### config.mk
export PLATFORM = sky130hd
export DESIGN_NAME = sbip_section_rx
export DESIGN_NICKNAME = d
export VERILOG_FILES = /design/src/rtl/sbip_pkg.sv /design/src/rtl/sbip_scrambler.sv /design/src/rtl/sbip_bip.sv /design/src/rtl/sbip_errcnt.sv /design/src/rtl/sbip_section_rx.sv
export SDC_FILE = /design/constraint.sdc
export NUM_CORES = 1
export LEC_CHECK = 0
export ABC_AREA = 1
export BUFFER_PORTS_ARGS = -buffer_cell sky130_fd_sc_hd__buf_2
export CORE_UTILIZATION = 57
export CTS_CLUSTER_SIZE = 20
export DETAILED_ROUTE_END_ITERATION = 16
export GPL_ROUTABILITY_DRIVEN = 0
export PLACE_DENSITY = 0.77
export SYNTH_ARGS = -nofsm -noshare
export SYNTH_HDL_FRONTEND = slang
export SYNTH_SLANG_ARGS = --single-unit
### constraint.sdc
create_clock -name clk -period 5.85 [get_ports clk]
set_clock_uncertainty 0.05 [all_clocks]
set_input_delay 0.585 -clock clk [delete_from_list [all_inputs] [get_ports clk]]
set_output_delay 0.585 -clock clk [all_outputs]
set_load 0.02 [all_outputs]
### src/rtl/sbip_pkg.sv
package sbip_pkg;

    typedef enum logic [1:0] {
        ST_IDLE  = 2'd0,
        ST_FIRST = 2'd1,
        ST_RUN   = 2'd2
    } sync_st_e;

    localparam int LFSR_W = 7;

    // Eight keystream bits, MSB first, from a given register value.
    function automatic logic [7:0] key_byte(input logic [LFSR_W-1:0] s);
        logic [LFSR_W-1:0] t;
        logic [7:0]        k;
        t = s;
        k = '0;
        for (int i = 7; i >= 0; i--) begin
            k[i] = t[6];
            t    = {t[5:0], t[6] ^ t[5]};
        end
        return k;
    endfunction

    // Register value after eight steps.
    function automatic logic [LFSR_W-1:0] adv_byte(input logic [LFSR_W-1:0] s);
        logic [LFSR_W-1:0] t;
        t = s;
        for (int i = 0; i < 8; i++) begin
            t = {t[5:0], t[6] ^ t[5]};
        end
        return t;
    endfunction

    function automatic logic [3:0] popcnt8(input logic [7:0] v);
        logic [3:0] n;
        n = '0;
        for (int i = 0; i < 8; i++) begin
            n = n + {3'd0, v[i]};
        end
        return n;
    endfunction

endpackage

### src/rtl/sbip_scrambler.sv
module sbip_scrambler
    import sbip_pkg::*;
(
    input  logic       clk,
    input  logic       rst_n,
    input  logic       adv_en,
    input  logic       restart,
    output logic [7:0] key
);
    logic [LFSR_W-1:0] st_q;
    logic [LFSR_W-1:0] seed;

    always_comb begin
        seed = restart ? {LFSR_W{1'b1}} : st_q;
        key  = key_byte(seed);
    end

    always_ff @(posedge clk) begin
        if (!rst_n) begin
            st_q <= {LFSR_W{1'b1}};
        end else if (adv_en) begin
            st_q <= adv_byte(seed);
        end
    end
endmodule

### src/rtl/sbip_bip.sv
module sbip_bip (
    input  logic       clk,
    input  logic       rst_n,
    input  logic       en,
    input  logic       sof,
    input  logic [7:0] raw,
    output logic [7:0] prev_bip
);
    logic [7:0] acc_q;

    always_ff @(posedge clk) begin
        if (!rst_n) begin
            acc_q    <= '0;
            prev_bip <= '0;
        end else if (en) begin
            if (sof) begin
                prev_bip <= acc_q;
                acc_q    <= raw;
            end else begin
                acc_q    <= acc_q ^ raw;
            end
        end
    end
endmodule

### src/rtl/sbip_errcnt.sv
module sbip_errcnt #(
    parameter int CNT_W = 16,
    parameter int INC_W = 4
) (
    input  logic             clk,
    input  logic             rst_n,
    input  logic             inc_en,
    input  logic [INC_W-1:0] inc,
    input  logic             rd_stb,
    output logic [CNT_W-1:0] cnt,
    output logic [CNT_W-1:0] rd_data
);
    logic [CNT_W:0]   sum;
    logic [CNT_W-1:0] sat;

    always_comb begin
        sum = {1'b0, cnt} + (inc_en ? (CNT_W+1)'(inc) : '0);
        sat = sum[CNT_W] ? {CNT_W{1'b1}} : sum[CNT_W-1:0];
    end

    always_ff @(posedge clk) begin
        if (!rst_n) begin
            cnt     <= '0;
            rd_data <= '0;
        end else if (rd_stb) begin
            rd_data <= sat;
            cnt     <= '0;
        end else begin
            cnt     <= sat;
        end
    end
endmodule

### src/rtl/sbip_section_rx.sv
module sbip_section_rx
    import sbip_pkg::*;
#(
    parameter  int STS_N = 1,
    parameter  int CNT_W = 16,
    localparam int COLS  = 90 * STS_N,
    localparam int COL_W = $clog2(COLS)
) (
    input  logic             clk,
    input  logic             rst_n,
    input  logic             cfg_bypass,
    input  logic             in_valid,
    input  logic             in_sof,
    input  logic [3:0]       in_row,
    input  logic [COL_W-1:0] in_col,
    input  logic [7:0]       in_data,
    input  logic             rd_stb,
    output logic             out_valid,
    output logic [7:0]       out_data,
    output logic             b1_err,
    output logic [CNT_W-1:0] rd_data
);
    localparam int OVH_END  = 3 * STS_N;
    localparam int LAST_ROW = 8;

    sync_st_e         state, state_nx;
    logic             last_end;
    logic             ovh, restart, is_b1, is_end, do_cmp;
    logic [7:0]       key, desc, prev_bip;
    logic [3:0]       nbits;
    logic [CNT_W-1:0] err_cnt;

    always_comb begin
        ovh     = (in_row == 4'd0) && (in_col < COL_W'(OVH_END));
        restart = (in_row == 4'd0) && (in_col == COL_W'(OVH_END));
        is_b1   = in_valid && (in_row == 4'd1) && (in_col == '0);
        is_end  = (in_row == 4'(LAST_ROW)) && (in_col == COL_W'(COLS - 1));
        desc    = (cfg_bypass || ovh) ? in_data : (in_data ^ key);
        do_cmp  = is_b1 && (state == ST_RUN);
        nbits   = popcnt8(desc ^ prev_bip);
    end

    sbip_scrambler u_scr (
        .clk     (clk),
        .rst_n   (rst_n),
        .adv_en  (in_valid && !ovh),
        .restart (restart),
        .key     (key)
    );

    sbip_bip u_bip (
        .clk      (clk),
        .rst_n    (rst_n),
        .en       (in_valid),
        .sof      (in_sof),
        .raw      (in_data),
        .prev_bip (prev_bip)
    );

    sbip_errcnt #(.CNT_W(CNT_W), .INC_W(4)) u_cnt (
        .clk     (clk),
        .rst_n   (rst_n),
        .inc_en  (do_cmp),
        .inc     (nbits),
        .rd_stb  (rd_stb),
        .cnt     (err_cnt),
        .rd_data (rd_data)
    );

    // Next-state logic.
    always_comb begin
        state_nx = state;
        if (in_valid && in_sof) begin
            unique case (state)
                ST_IDLE:  state_nx = ST_FIRST;
                ST_FIRST: state_nx = last_end ? ST_RUN : ST_FIRST;
                ST_RUN:   state_nx = last_end ? ST_RUN : ST_FIRST;
                default:  state_nx = ST_FIRST;
            endcase
        end
    end

    // State register.
    always_ff @(posedge clk) begin
        if (!rst_n) begin
            state    <= ST_IDLE;
            last_end <= 1'b0;
        end else begin
            state <= state_nx;
            if (in_valid) begin
                last_end <= is_end;
            end
        end
    end

    // Output register.
    always_ff @(posedge clk) begin
        if (!rst_n) begin
            out_valid <= 1'b0;
            out_data  <= '0;
            b1_err    <= 1'b0;
        end else begin
            out_valid <= in_valid;
            if (in_valid) begin
                out_data <= desc;
            end
            b1_err <= do_cmp && (nbits != 4'd0);
        end
    end
endmodule

# [Word-level counts from Yosys, hierarchy flattened]
# Cells that the tools add are included.
[classes] bitwise=12 n_addsub=8 magnitude_cmp=1 n_reduce_logical=17 n_mux=7 n_eq_ne=6
[op_table] op="8-bit XOR" n=3
[op_table] op="16-bit by 17-bit adder with 17-bit output" n=1
[op_table] op="4-bit by 1-bit adder with 4-bit output" n=4
[op_table] op="16-bit 2-to-1 mux" n=1
[op_table] op="8-bit 2-to-1 mux" n=2
[op_table] op="1-bit logical AND" n=9
[op_table] op="1-bit XOR" n=8
[op_table] op="7-bit by 2-bit == test with 1-bit output, second input constant" n=1
[op_table] op="7-bit == test, second input constant" n=1
[op_table] op="7-bit logical NOT" n=1
[op_table] op="7-bit by 2-bit less-than comparator with 1-bit output, second input constant" n=1
[op_table] op="7-bit 2-to-1 mux" n=1
[op_table] op="3-bit by 1-bit adder with 4-bit output" n=1
[op_table] op="4-bit by 1-bit == test with 1-bit output, second input constant" n=1
[op_table] op="4-bit == test, second input constant" n=1
[op_table] op="4-bit logical NOT" n=1
[op_table] op="2-bit 2-to-1 mux" n=2
[op_table] op="4-bit 2-to-1 mux" n=1
[op_table] op="4-bit nonzero test" n=1
[op_table] op="2-bit OR reduction" n=2
[op_table] op="2-bit by 1-bit adder with 3-bit output" n=1
[op_table] op="1-bit by 1-bit adder with 2-bit output" n=1
[op_table] op="2-bit by 1-bit == test with 1-bit output, second input constant" n=1
[op_table] op="2-bit == test, second input constant" n=1
[op_table] op="4 further kinds" n=4
[word_totals] wordCells=61 register_bits=68 out_inout_bits=26 input_bits=25

# [Depth between registers and ports, before layout]
[logic_depth] ltp_word=17 depth_mapped=32 depth_no_buf=31

# [Hierarchy]
# Synthesis repeated with hierarchy kept, for this count alone.
[unflattened] cells_unflattened=559 area_unflattened_um2=3796.1
[by_module_without_submodules] module="sbip_errcnt" cells_each=225 area_per_inst_um2=1576.5 seq_area_each_um2=640.6 n_inst=1
[by_module_without_submodules] module="sbip_section_rx" cells_each=181 area_per_inst_um2=1181.1 seq_area_each_um2=260.2 n_inst=1
[by_module_without_submodules] module="sbip_bip" cells_each=93 area_per_inst_um2=670.6 seq_area_each_um2=320.3 n_inst=1
[by_module_without_submodules] module="sbip_scrambler" cells_each=60 area_per_inst_um2=367.9 seq_area_each_um2=140.1 n_inst=1

# [Least setup slack after synthesis]
# OpenSTA, ideal clock, no wires.
[synth_timing] path_type="input port to flip-flop" startpoint="input port in_col[2]" endpoint="register u_cnt.rd_data[9]" path_buffers=1 setup_ns=0.113 setup_slack_ns=0.569 required_ns=5.687 path_stages=32 t_arrival_ns=5.118 path_cell_list="nor2_2 > inv_1 > nor2_2 > nand2_2 > buf_8 > nand3_1 > nand3_1 > nand2_2 > nand2_1 > nand2_1 > nand2_1 > fa_1 > inv_1 > fa_1 > inv_1 > fa_1 > inv_1 > ha_1 > fa_1 > inv_1 > nor2_1 > fa_1 > nand3_1 > nand2_1 > nand2_2 > nor2_4 > nand2_4 > inv_4 > nor2_1 > nand2_1 > nand2_1 > nand2_1"
[synth_via] elab_chain_len=17 elab_cells_between_ends=23 classes_between="add/sub (8); order compare (1); eq/ne (1); mux (4); bitwise (3); reduce/logical (6)"
[synth_lines] item="start, declared" line="sbip_section_rx.sv:15" source="input logic [COL_W-1:0] in_col,"
[synth_lines] item="7-bit by 2-bit == test with 1-bit output" line="sbip_section_rx.sv:35" source="restart = (in_row == 4'd0) && (in_col == COL_W'(OVH_END));"
[synth_lines] item="1-bit logical AND" line="sbip_section_rx.sv:35"
[synth_lines] item="7-bit 2-to-1 mux" line="sbip_scrambler.sv:14" source="seed = restart ? {LFSR_W{1'b1}} : st_q;"
[synth_lines] item="1-bit XOR" line="sbip_pkg.sv:19" source="t = {t[5:0], t[6] ^ t[5]};"
[synth_lines] item="8-bit XOR" line="sbip_section_rx.sv:38" source="desc = (cfg_bypass || ovh) ? in_data : (in_data ^ key);"
[synth_lines] item="8-bit 2-to-1 mux" line="sbip_section_rx.sv:38"
[synth_lines] item="8-bit XOR" line="sbip_section_rx.sv:40" source="nbits = popcnt8(desc ^ prev_bip);"
[synth_lines] item="1-bit by 1-bit adder with 2-bit output" line="sbip_pkg.sv:38" source="n = n + {3'd0, v[i]};"
[synth_lines] item="2-bit by 1-bit adder with 3-bit output" line="sbip_pkg.sv:38"
[synth_lines] item="3-bit by 1-bit adder with 4-bit output" line="sbip_pkg.sv:38"
[synth_lines] item="4-bit by 1-bit adder with 4-bit output (4 in series)" line="sbip_pkg.sv:38"
[synth_lines] item="4-bit 2-to-1 mux *" line="sbip_errcnt.sv:17" source="sum = {1'b0, cnt} + (inc_en ? (CNT_W+1)'(inc) : '0);"
[synth_lines] item="16-bit by 17-bit adder with 17-bit output *" line="sbip_errcnt.sv:17"
[synth_lines] item="16-bit 2-to-1 mux *" line="sbip_errcnt.sv:18" source="sat = sum[CNT_W] ? {CNT_W{1'b1}} : sum[CNT_W-1:0];"
[synth_lines] item="end signal, assigned" line="sbip_errcnt.sv:26" source="rd_data <= sat;"
[synth_lines] item="end, declared" line="sbip_errcnt.sv:11" source="output logic [CNT_W-1:0] rd_data"
# Every way passes the cells marked *; elsewhere a longest branch is shown, timed or not.
# A chain may end at the register's enable or synchronous reset.

# [Worst setup path in the final report]
[layout_timing] startpoint="input port in_row[3]" endpoint="register u_cnt.rd_data[13]"
[layout_via] elab_chain_len=17 elab_cells_between_ends=23 classes_between="add/sub (8); eq/ne (1); mux (4); bitwise (3); reduce/logical (7)"
[layout_lines] item="start, declared" line="sbip_section_rx.sv:14" source="input logic [3:0] in_row,"
[layout_lines] item="4-bit logical NOT" line="sbip_section_rx.sv:34, sbip_section_rx.sv:35"
[layout_lines] item="1-bit logical AND" line="sbip_section_rx.sv:35"
[layout_lines] item="7-bit 2-to-1 mux" line="sbip_scrambler.sv:14"
[layout_lines] item="1-bit XOR" line="sbip_pkg.sv:19"
[layout_lines] item="8-bit XOR" line="sbip_section_rx.sv:38"
[layout_lines] item="8-bit 2-to-1 mux" line="sbip_section_rx.sv:38"
[layout_lines] item="8-bit XOR" line="sbip_section_rx.sv:40"
[layout_lines] item="1-bit by 1-bit adder with 2-bit output" line="sbip_pkg.sv:38"
[layout_lines] item="2-bit by 1-bit adder with 3-bit output" line="sbip_pkg.sv:38"
[layout_lines] item="3-bit by 1-bit adder with 4-bit output" line="sbip_pkg.sv:38"
[layout_lines] item="4-bit by 1-bit adder with 4-bit output (4 in series)" line="sbip_pkg.sv:38"
[layout_lines] item="4-bit 2-to-1 mux *" line="sbip_errcnt.sv:17"
[layout_lines] item="16-bit by 17-bit adder with 17-bit output *" line="sbip_errcnt.sv:17"
[layout_lines] item="16-bit 2-to-1 mux *" line="sbip_errcnt.sv:18"
# Marks and branches as above.

==> flow_metrics.py <==
metrics = {
    "status": {
        "outcome": "finished clean",
    },
    "cells_and_area": {
        "drive_above_1_share": 0.219,
        "fillers": 541,
        "mostFrequentLayoutCell": "nand2_1",
        "nets": 582,
        "multi_input_area_um2": 1960,
        "layout_common_cells": "nand2_1 (105), inv_1 (68), dfxtp_1 (68), buf_2 (50), nor2_1 (49)",
        "antennaDiodeCount": 0,
        "seqCellArea_um2": 1360,
        "areaGrowthSynthToFinish_pct": 13.3,
        "post-route-util": 0.683,
    },
    "sta": {
        "relSlewSlack": 0.404,
        "fin_crit_sh": 0.928,
        "worst_slew_pin_slew_ns": 0.893,
        "drv_slew": 0,
        "period_minus_slack_ns": 5.43,
        "max_freq_ghz": 0.184,
        "hold_viol": 0,
        "setup_viol": 0,
    },
    "floorplanning": {
        "start_util": 0.603,
        "rows": 28,
        "io_pins": 51,
        "dieArea_um2": 6740,
        "core_um2": 6060,
        "fp.dieH_um": 82.1,
        "die_width_um": 82.1,
    },
    "setup_path": {
        "worstSetupPathType": "primary input to register",
        "critPathLaunchType": "primary input",
        "critical_path_arrival_ns": 5.63,
        "rrSetupSlack_ns": 0.79,
        "path_common_cell": "nand2_1",
        "crit_path_top_delay_cell": "fa_1",
        "slowest_delay_ns": 0.54,
        "cp_max_fo": 9,
        "endpoint_kind": "register",
        "r2r-start": "u_scr.st_q[5]",
        "crit_required_ns": 6.05,
        "startpoint": "in_row[3]",
    },
    "logic_synthesis": {
        "ys_types": 39,
        "yosys_warnings": 0,
        "postSynthAreaPerCell_um2": 7.41,
        "syn_nets": 531,
        "syn_inst": 493,
        "ys_ff_latch": 68,
        "async_flop_share": 0,
        "synth_edf_count": 0,
        "synth-main-ff-cell": "dfxtp_1",
        "seq_area_frac_synth": 0.372,
        "syn_area_um2": 3650,
    },
    "cts": {
        "cts_root_buffer": "clkbuf_8",
        "post_cts_buffers": 0,
        "cts_tree": "yes",
        "hold_buffers": 0,
        "cts_made_buffers": 9,
        "clockBufferDepth": 2,
        "clk_latency_ns": 0.35,
        "clkTransAtPathRegs_ns": 0.07,
        "cts.sinks": 68,
        "htreeDepth": 3,
    },
    "routing": {
        "dr_total_vias": 3230,
        "drtIter0Drc": 141,
        "antenna_left": 0,
        "first_pass_iters": 4,
        "detail_route.wl_per_cell_um": 12.2,
        "drc": 0,
        "avgViaCountPerCell": 5.18,
        "routed_wirelength_um": 7610,
    },
    "run": {
        "maxCapViolations": 0,
    },
    "place": {
        "port_buffers": 50,
        "post-dp-hpwl_um": 5580,
    },
    "global_route": {
        "grt_pass1_wl_um": 12800,
        "grt_pass1_vias": 2846,
        "antenna_found_initial": 0,
        "grt_max_degree": 25,
        "grt_usage": 0.255,
        "grt-ovfl-total": 0,
    },
    "pwr": {
        "p_leak_nw": 2.12,
        "power_w": 0.00110,
        "p_per_area_nw_per_um2": 265,
        "ir_drop_mv": 0.183,
    },
    "worst_hold_path": {
        "min_path_type": "register to register",
        "hp-start": "u_cnt.rd_data[13]",
    },
}
[area by class of cell]
cell class | instances | area share
inverter | 71 | 0.0650
timing repair buffer | 52 | 0.0641
tap | 75 | 0.0227
clock inverter | 5 | 0.0127
sequential | 68 | 0.329
multi-input combinational | 342 | 0.474
clock buffer | 10 | 0.0332
[what timing repair did]
item	4_1_cts	5_1_grt
resized for setup	0	1
endpoints found under the setup margin	0	8
endpoints found under the hold margin	0	0
[routing by layer]
layer | part of all wire | up-vias | track usage
li1 | - | 1673 | -
met1 | 0.49 | 1460 | 0.355
met2 | 0.44 | 87 | 0.378
met3 | 0.053 | 10 | 0.0667
met4 | 0.013 | 0 | 0.0895
met5 | 0 | - | 0
[metrics by stage]
step	TNS, ns	area (µm²)	hold slack [ns]	std cells	setup slack [ns]
floorplan	0	3650	0.391	493	0.569
global placement	0	3950	0.384	608	0.0980
detailed placement	0	3950	0.391	608	0.0188
CTS	0	4140	0.408	623	0.356
global route	-0.00406	4140	0.427	623	-0.00406
finish	0	4140	0.403	623	0.418
[state kept, by name, indices dropped and copies added (netlist names)]
register,cells
u_cnt.rd_data,16
out_data,8
last_end,1
u_cnt.cnt,16
u_bip.acc_q,8
b1_err,1
u_bip.prev_bip,8
u_scr.st_q,7
out_valid,1
state,2
[cell families after synthesis]
family	synth area share
XOR/XNOR	0.0356
adder cells (fa/ha/maj)	0.0548
buffers and inverters	0.0924
AO/OA/AOI/OAI	0.130
flip-flops	0.372
AND/OR/NAND/NOR	0.315
[synthesized netlist by cell type, types with 5 or more instances]
master	number	area share
nand2_1	105	0.11
dfxtp_1	68	0.37
inv_1	68	0.070
nor2_1	49	0.050
nand3_1	26	0.036
a21oi_1	24	0.033
o21ai_0	20	0.027
nand2_2	13	0.022
xor2_1	11	0.026
nand3_2	10	0.027
o21ai_1	10	0.014
ha_1	8	0.027
nand2_4	7	0.022
nor2_2	7	0.012
o21ai_2	7	0.017
o22ai_1	7	0.012
clkbuf_1	6	0.0062
fa_1	5	0.027
[power breakdown]
part / switching, W / total, W / internal (W)
clock: 0.000179 / 0.000383 / 0.000204
combinational: 0.000141 / 0.000224 / 0.0000831
sequential: 0.00000863 / 0.000489 / 0.000480
total: 0.000329 / 0.00110 / 0.000767
[final timing paths]
check / to / cells past startpoint
setup reg to reg: u_cnt.rd_data[13] / 26
hold reg to reg: u_cnt.rd_data[13] / 2
setup / recovery: u_cnt.rd_data[13] / 31
hold / removal: u_cnt.rd_data[13] / 2
[critical path, delay by kind of cell]
kind,cells,cell delay [ns]
AOI/OAI and AO/OA,1,0.14
xor gates and xnor gates,1,0.20
buffers and inverters,4,0.27
and+or+nand+nor,19,1.91
adders and majority gates,6,2.54
Power figures use the tool's default switching activity.
